<file path="src/rtl/useq_pkg.sv">
package useq_pkg;
  localparam int COND_N = 4;

  // condition enable positions (decoded by microcode bits)
  localparam int COND_NZ = 0;
  localparam int COND_Z  = 1;
  localparam int COND_NC = 2;
  localparam int COND_C  = 3;

  typedef struct packed {
    logic opLoad;
    logic opFromPre;
    logic preLoad;
    logic stepLoad;
    logic forceBit0;
  } seqStrb_t;
endpackage

</file>
<file path="src/rtl/useq_ctrl.sv">
module useq_ctrl
  import useq_pkg::*;
(
  input  logic              clk,
  input  logic              rstN,
  input  logic              ctlLoadOp,
  input  logic              ctlUsePre,
  input  logic              ctlPrefetch,
  input  logic              ctlLoadStep,
  input  logic [COND_N-1:0] ctlCondEn,
  input  logic              flagZero,
  input  logic              flagCarry,
  input  logic              ctlRunClk,
  input  logic              ctlRunVal,
  input  logic              ctlIntClk,
  input  logic              ctlIntVal,
  input  logic              irqIn,
  output seqStrb_t          strb,
  output logic              runFlag,
  output logic              intActive,
  output logic              stepEn
);
  logic [COND_N-1:0] condTrue;
  logic              condHit;

  // each enable watches one flag in one polarity: even = flag clear, odd = flag set
  for (genvar i = 0; i < COND_N; i++) begin : g_cond
    localparam bit ON_CARRY = (i / 2) == 1;
    localparam bit WANT_SET = (i % 2) == 1;
    assign condTrue[i] = ((ON_CARRY ? flagCarry : flagZero) == WANT_SET);
  end

  assign condHit = |(condTrue & ctlCondEn);
  assign stepEn  = runFlag | intActive;

  always_comb begin
    strb.opLoad    = stepEn & ctlLoadOp;
    strb.opFromPre = ctlUsePre;
    strb.preLoad   = stepEn & ctlPrefetch;
    strb.stepLoad  = stepEn & ctlLoadStep;
    strb.forceBit0 = condHit;
  end

  always_ff @(posedge clk or negedge rstN) begin
    if (!rstN) begin
      runFlag   <= 1'b1;
      intActive <= 1'b0;
    end else begin
      if (stepEn && ctlRunClk) runFlag <= ctlRunVal;
      if (irqIn) intActive <= 1'b1;
      else if (stepEn && ctlIntClk) intActive <= ctlIntVal;
    end
  end


  irq_sets_int_chk: assert property (@(posedge clk) disable iff (!rstN)
    irqIn |=> intActive);


  run_update_chk: assert property (@(posedge clk) disable iff (!rstN)
    (stepEn && ctlRunClk) |=> (runFlag == $past(ctlRunVal)));


  halt_run_hold_chk: assert property (@(posedge clk) disable iff (!rstN)
    !stepEn |=> $stable(runFlag));


  stalled_no_strobe_chk: assert property (@(posedge clk) disable iff (!rstN)
    !stepEn |-> !(strb.opLoad || strb.stepLoad || strb.preLoad));
endmodule

</file>
<file path="src/rtl/useq_dp.sv">
module useq_dp
  import useq_pkg::*;
#(
  parameter int OP_W   = 8,
  parameter int STEP_W = 3,
  localparam int ADDR_W = 1 + OP_W + STEP_W
) (
  input  logic              clk,
  input  logic              rstN,
  input  seqStrb_t          strb,
  input  logic [OP_W-1:0]   memData,
  input  logic [STEP_W-1:0] stepNext,
  input  logic              intActive,
  output logic [OP_W-1:0]   opcode,
  output logic [STEP_W-1:0] stepIdx,
  output logic [ADDR_W-1:0] uAddr
);
  logic [OP_W-1:0] preOp;

  always_ff @(posedge clk or negedge rstN) begin
    if (!rstN) begin
      opcode  <= '0;
      stepIdx <= '0;
      preOp   <= '0;
    end else begin
      if (strb.preLoad) preOp <= memData;
      if (strb.opLoad) begin
        opcode  <= strb.opFromPre ? preOp : memData;
        stepIdx <= '0;
      end else if (strb.stepLoad) begin
        stepIdx <= {stepNext[STEP_W-1:1], stepNext[0] | strb.forceBit0};
      end
    end
  end

  assign uAddr = {intActive, opcode, stepIdx};


  load_clears_step_chk: assert property (@(posedge clk) disable iff (!rstN)
    strb.opLoad |=> (stepIdx == '0));


  opcode_hold_chk: assert property (@(posedge clk) disable iff (!rstN)
    !strb.opLoad |=> $stable(opcode));


  step_upper_bits_chk: assert property (@(posedge clk) disable iff (!rstN)
    (strb.stepLoad && !strb.opLoad) |=>
      (stepIdx[STEP_W-1:1] == $past(stepNext[STEP_W-1:1])));


  force_bit0_chk: assert property (@(posedge clk) disable iff (!rstN)
    (strb.stepLoad && !strb.opLoad && strb.forceBit0) |=> stepIdx[0]);
endmodule

</file>
<file path="src/rtl/useq_top.sv">
module useq_top
  import useq_pkg::*;
#(
  parameter int OP_W   = 8,
  parameter int STEP_W = 3,
  localparam int ADDR_W = 1 + OP_W + STEP_W
) (
  input  logic              clk,
  input  logic              rstN,
  input  logic [OP_W-1:0]   memData,
  input  logic              ctlLoadOp,
  input  logic              ctlUsePre,
  input  logic              ctlPrefetch,
  input  logic              ctlLoadStep,
  input  logic [STEP_W-1:0] ctlNext,
  input  logic [COND_N-1:0] ctlCondEn,
  input  logic              flagZero,
  input  logic              flagCarry,
  input  logic              ctlRunClk,
  input  logic              ctlRunVal,
  input  logic              ctlIntClk,
  input  logic              ctlIntVal,
  input  logic              irqIn,
  output logic [ADDR_W-1:0] uAddr,
  output logic [OP_W-1:0]   opcode,
  output logic [STEP_W-1:0] stepIdx,
  output logic              runFlag,
  output logic              intActive,
  output logic              stepEn
);
  seqStrb_t strb;

  useq_ctrl ctrl_i (
    .clk(clk), .rstN(rstN),
    .ctlLoadOp(ctlLoadOp), .ctlUsePre(ctlUsePre), .ctlPrefetch(ctlPrefetch),
    .ctlLoadStep(ctlLoadStep), .ctlCondEn(ctlCondEn),
    .flagZero(flagZero), .flagCarry(flagCarry),
    .ctlRunClk(ctlRunClk), .ctlRunVal(ctlRunVal),
    .ctlIntClk(ctlIntClk), .ctlIntVal(ctlIntVal), .irqIn(irqIn),
    .strb(strb), .runFlag(runFlag), .intActive(intActive), .stepEn(stepEn)
  );

  useq_dp #(.OP_W(OP_W), .STEP_W(STEP_W)) dp_i (
    .clk(clk), .rstN(rstN), .strb(strb), .memData(memData),
    .stepNext(ctlNext), .intActive(intActive),
    .opcode(opcode), .stepIdx(stepIdx), .uAddr(uAddr)
  );
endmodule

</file>
<file path="config.mk">
export PLATFORM = sky130hd
export DESIGN_NAME = useq_top
export DESIGN_NICKNAME = d
export VERILOG_FILES = /design/src/rtl/useq_pkg.sv /design/src/rtl/useq_ctrl.sv /design/src/rtl/useq_dp.sv /design/src/rtl/useq_top.sv
export SDC_FILE = /design/constraint.sdc
export NUM_CORES = 1
export LEC_CHECK = 0
export BUFFER_PORTS_ARGS = -buffer_cell sky130_fd_sc_hd__buf_4
export CAP_MARGIN = 30
export CORE_MARGIN = 2
export CORE_UTILIZATION = 44
export DETAILED_ROUTE_END_ITERATION = 12
export GPL_ROUTABILITY_DRIVEN = 1
export MAX_ROUTING_LAYER = met4
export PLACE_DENSITY = 0.74
export SKIP_CTS_REPAIR_TIMING = 1
export SLEW_MARGIN = 20
export SYNTH_ARGS = -nofsm -noshare
export SYNTH_HDL_FRONTEND = slang
export SYNTH_SLANG_ARGS = --single-unit
</file>
<file path="constraint.sdc">
create_clock -name clk -period 1.7 [get_ports clk]
set_input_delay 0.255 -clock clk [delete_from_list [all_inputs] [get_ports clk]]
set_output_delay 0.255 -clock clk [all_outputs]
set_load 0.05 [all_outputs]
</file>
### Yosys cells after proc, flatten, opt, wreduce, memory -nomap -nowiden

Index checks and enable logic that the tools add are counted.

* output and inout port bits: 26
* register bits after elaboration: 21
* word-level logic and storage cells: 23
* bits of input ports: 28

* reductions and logical operators: 5
* bitwise operators: 8
* muxes and demuxes: 5

Operator list (number)
* 8-bit two-way mux: 1
* 3-bit two-way mux: 2
* 4-bit bitwise AND: 1
* 2-bit nonzero test: 2
* 4-bit OR reduction: 1
* 1-bit bitwise AND: 3
* 1-bit logical AND: 2
* 1-bit two-way mux: 2
* 1-bit NOT: 2
* 1-bit bitwise OR: 2

### Logic depth before layout (Yosys ltp)

* depth after elaboration: 6
* depth in mapped cells: 4
* gate-level depth less buffers: 4

### Modules after synthesis

A second synthesis with hierarchy kept.

* cell total of the unflattened synthesis: 92
* area, all modules: 1044.8 um2

Modules (own cells, without submodules)
* useq_dp: times used 1, seq. area each 475.5 um2, area an instance 885.8 um2, cells an instance 74
* useq_ctrl: times used 1, seq. area each 51.3 um2, area an instance 158.9 um2, cells an instance 18

### Least setup slack after synthesis

No wires, ideal clock.

* kind: flip-flop to flip-flop
* start: reg ctrl_i.intActive
* end: reg dp_i.preOp[0]
* clock period less this slack: 1.569 ns
* cell stages (with the launch flop): 5
* setup time: 0.125 ns
* required time: 1.575 ns
* path slack: 0.131 ns
* arrival: 1.444 ns
* buffers on the path: 0
* cells stage by stage: dfrtp_1 nor2_2 inv_4 nand2_8 mux2_4

* longest elaborated chain between the ends: 2

Ends and longest elaborated chain
* start: declaration: line useq_ctrl.sv:20 `output logic intActive,`
* start signal: assignment: line useq_ctrl.sv:51 `else if (stepEn && ctlIntClk) intActive <= ctlIntVal;`
* 1-bit bitwise OR: line useq_ctrl.sv:34 `assign stepEn = runFlag | intActive;`
* net stepEn: line useq_top.sv:29 `output logic stepEn`
* 1-bit bitwise AND: line useq_ctrl.sv:39 `strb.preLoad = stepEn & ctlPrefetch;`
* end signal: assignment: line useq_dp.sv:26 `if (strb.preLoad) preOp <= memData;`
* end: declaration: line useq_dp.sv:18 `logic [OP_W-1:0] preOp;`

The timed path passes the listed nets, and every way through them passes these cells.
A chain may end at the register's enable or synchronous reset.

### Final worst setup path

* start: reg ctrl_i.intActive
* end: out stepEn

* longest elaborated chain between the ends: 1

Ends and longest elaborated chain (line)
* 1-bit bitwise OR: useq_ctrl.sv:34
* end: declaration: useq_top.sv:29

No other way between the ends.

==> reports/results.md <==
## Run status
* complete, no violations — status

## Synth
* 100% — async set-reset flop share out of synthesis
* 119 — synthesized netlist net count
* 49.8% — Seq/Total Area, Yosys
* 21 — number of storage elements in the synthesis netlist
* 1060 sq um — total standard cell area after synthesis
* 21 — number of distinct standard cells referenced by the synthesized netlist
* sky130_fd_sc_hd__dfrtp_1 — most used flip-flop cell after synthesis
* 0 — total number of yosys warnings
* 11.6 sq um — mean instance size in the synthesized netlist
* 0 — number of synthesized flops with an enable pin
* 91 — synthesized netlist cell count

## Setup path
* primary output — endpoint type of the worst setup path
* 6 — largest fanout on the critical path
* flop to primary output — kind of critical path
* 1.34 ns — arrival time at the worst endpoint
* 1.44 ns — CP required
* flop — critical path startpoint category

## Run
* 0 — max capacitance violation total

## Die
* 47.4% — Initial Util
* 53.1 um — y dimension of the die
* 2810 sq um — total die area
* 54 — ports placed on the boundary
* 17 — standard-cell row count
* 53.1 um — width of the die
* 2230 sq um — core box area

## Power
* 0.000730 uW — leakage
* 1010 nW/um^2 — pwr dens
* 0.000631 V — worst supply voltage drop on vdd

## Min path
* primary input to flop — type of the tightest min-delay check

## GRT
* 3710 um — global-route wire length before repair
* 22 — largest net degree at the start of global routing
* 0 — global route total overflow
* met2 — Top Usage Layer GRT
* 0 — initial antenna violation count
* 815 — vias in the first global route
* 5.08% — met3 Resource Use GR
* 18.7% — Total GRT Usage
* 30.0% — Global Route met2 Usage
* 23.8% — met1 track demand over resource in global routing

## STA
* 0 — hold violation total from the final report
* 0.00272 ns — skew final
* 0.106 ns — post-layout worst setup margin
* 0.353 ns — slew at the pin closest to its max-slew limit
* 0 ns — final total negative setup slack
* 0 — final count of pins violating max slew
* 76.5% — worst-case headroom to the max-slew limit
* no — setup repair after global routing missed its margin
* 93.8% — Tcrit/Tclk final
* 0 — count of final setup violators
* 1.59 ns — minimum clock period
* 627 MHz — maximum frequency from static timing analysis

## Layout
* 164 — filler-free cell count of the finished design
* 0 — number of antenna repair diodes
* 54 x sky130_fd_sc_hd__buf_4, 20 x sky130_fd_sc_hd__dfrtp_1, 12 x sky130_fd_sc_hd__o21ai_0 — most frequent cells in the layout
* 165 — nets
* sky130_fd_sc_hd__buf_4 — most common cell after layout, fill and taps aside
* 35.7% — synthesis-to-layout area growth
* 174 — count of filler cells inserted in the layout
* 53.7% — share of post-route cells with drive strength above 1
* 422 sq um — footprint of the multi-input gates
* 527 sq um — sequential cell area in the final layout

## Clock tree
* 2 — maximum count of clock buffers along a single path
* 0.11 ns — clock transition at the register clock pins on the worst setup and hold paths after CTS
* 1 — # H-tree levels
* 0.30 ns — clock latency at the later pin of the worst-skew pair
* sky130_fd_sc_hd__clkbuf_4 — clock tree root buffer cell
* 3 — CTS buffer count
* done — clock tree from TritonCTS
* 21 — TritonCTS Sinks

## Placed design
* 0.348 ns — worst setup slack before clock tree synthesis
* 53 — count of input and output buffers
* 0.770 — routability congestion estimate from global placement
* 159 — placed cell count
* 1720 um — hpwl dp

## Drt
* 0 — DR DRC count
* 780 — Vias
* 3 — Iter 0 DRT Violations
* 4.76 — via density per instance
* 2170 um — routed wire length
* 0 — count of nets left with antenna violations after detail routing
* 13.2 um — per-cell routed wire length
* 3 — DR pass1 iterations

## critical path, stage by stage, from the launching register on
cell and delay [ns]:
sky130_fd_sc_hd__dfrtp_1 0.48, sky130_fd_sc_hd__nor2_2 0.27, sky130_fd_sc_hd__inv_4 0.09, sky130_fd_sc_hd__buf_4 0.20
## flip-flops by register name, indices dropped and copies added, names as in the netlist
register          flops
dp_i.opcode           8
dp_i.stepIdx          3
ctrl_i.intActive      1
ctrl_i.runFlag        1
dp_i.preOp            8
## power breakdown
| group | leakage [uW] | internal [uW] | switching [uW] |
|---|---|---|---|
| registers | 0.000251 | 565 | 50.5 |
| logic | 0.000461 | 215 | 387 |
| clock network | 0.0000177 | 87.8 | 148 |
## cell families after synthesis
logic type	count (synthesis)	share of synthesized area (%)
compound gates	20	10.6
buf+inv	16	10.4
flops	21	49.8
mux	18	21.0
simple gates	16	8.16
## area by class of cell
cell class                      instances  share of cell area [%]
Sequential cell                        21                    36.7
Tap cell                               28                    2.44
Multi-Input combinational cell         54                    29.4
Timing Repair Buffer                   55                    28.9
Clock inverter                          1                   0.348
Clock buffer                            3                    1.57
Inverter                                2                   0.697
## per-layer routing
layer  up-vias  part of all wire (%)
met5         -                     0
met4         0                  0.65
met3         2                   4.7
met2        24                    52
met1       362                    42
li1        392                     -
## stage by stage
stage	hold slack (ns)	util, %	area [sq um]	power (uW)
floorplan	-0.0406	-	1060	1060
global placement	0.150	62.6	1400	1220
detailed placement	0.151	62.6	1400	1230
CTS	-0.193	63.9	1430	1470
global route	0.0710	64.3	1440	1530
finish	0.0777	64.3	1440	1450
## worst paths after layout
kind | cells after the start | start | slack [ns] | endpoint
setup / recovery | 3 | ctrl_i.intActive | 0.11 | stepEn
hold / removal | 2 | ctlRunClk | 0.08 | ctrl_i.runFlag
setup reg to reg | 4 | ctrl_i.intActive | 0.33 | dp_i.preOp[7]
hold reg to reg | 1 | dp_i.preOp[1] | 0.52 | dp_i.preOp[1]
max in group asynchronous | 2 | rstN | 1.08 | ctrl_i.runFlag
min in group asynchronous | 2 | rstN | 0.35 | dp_i.opcode[2]
## cell usage after synthesis, types with 2 or more instances
cell type	instances	area (sq um)
sky130_fd_sc_hd__nand2_1	10	37.5
sky130_fd_sc_hd__mux2_4	8	120
sky130_fd_sc_hd__buf_4	12	90.1
sky130_fd_sc_hd__o21ai_0	12	60.1
sky130_fd_sc_hd__dfrtp_1	20	500
sky130_fd_sc_hd__a21oi_1	3	15.0
sky130_fd_sc_hd__mux2_2	2	22.5
sky130_fd_sc_hd__a31oi_1	2	12.5
sky130_fd_sc_hd__nor2b_1	3	18.8
sky130_fd_sc_hd__mux2i_1	8	80.1
(Power assumes the default switching activity.)
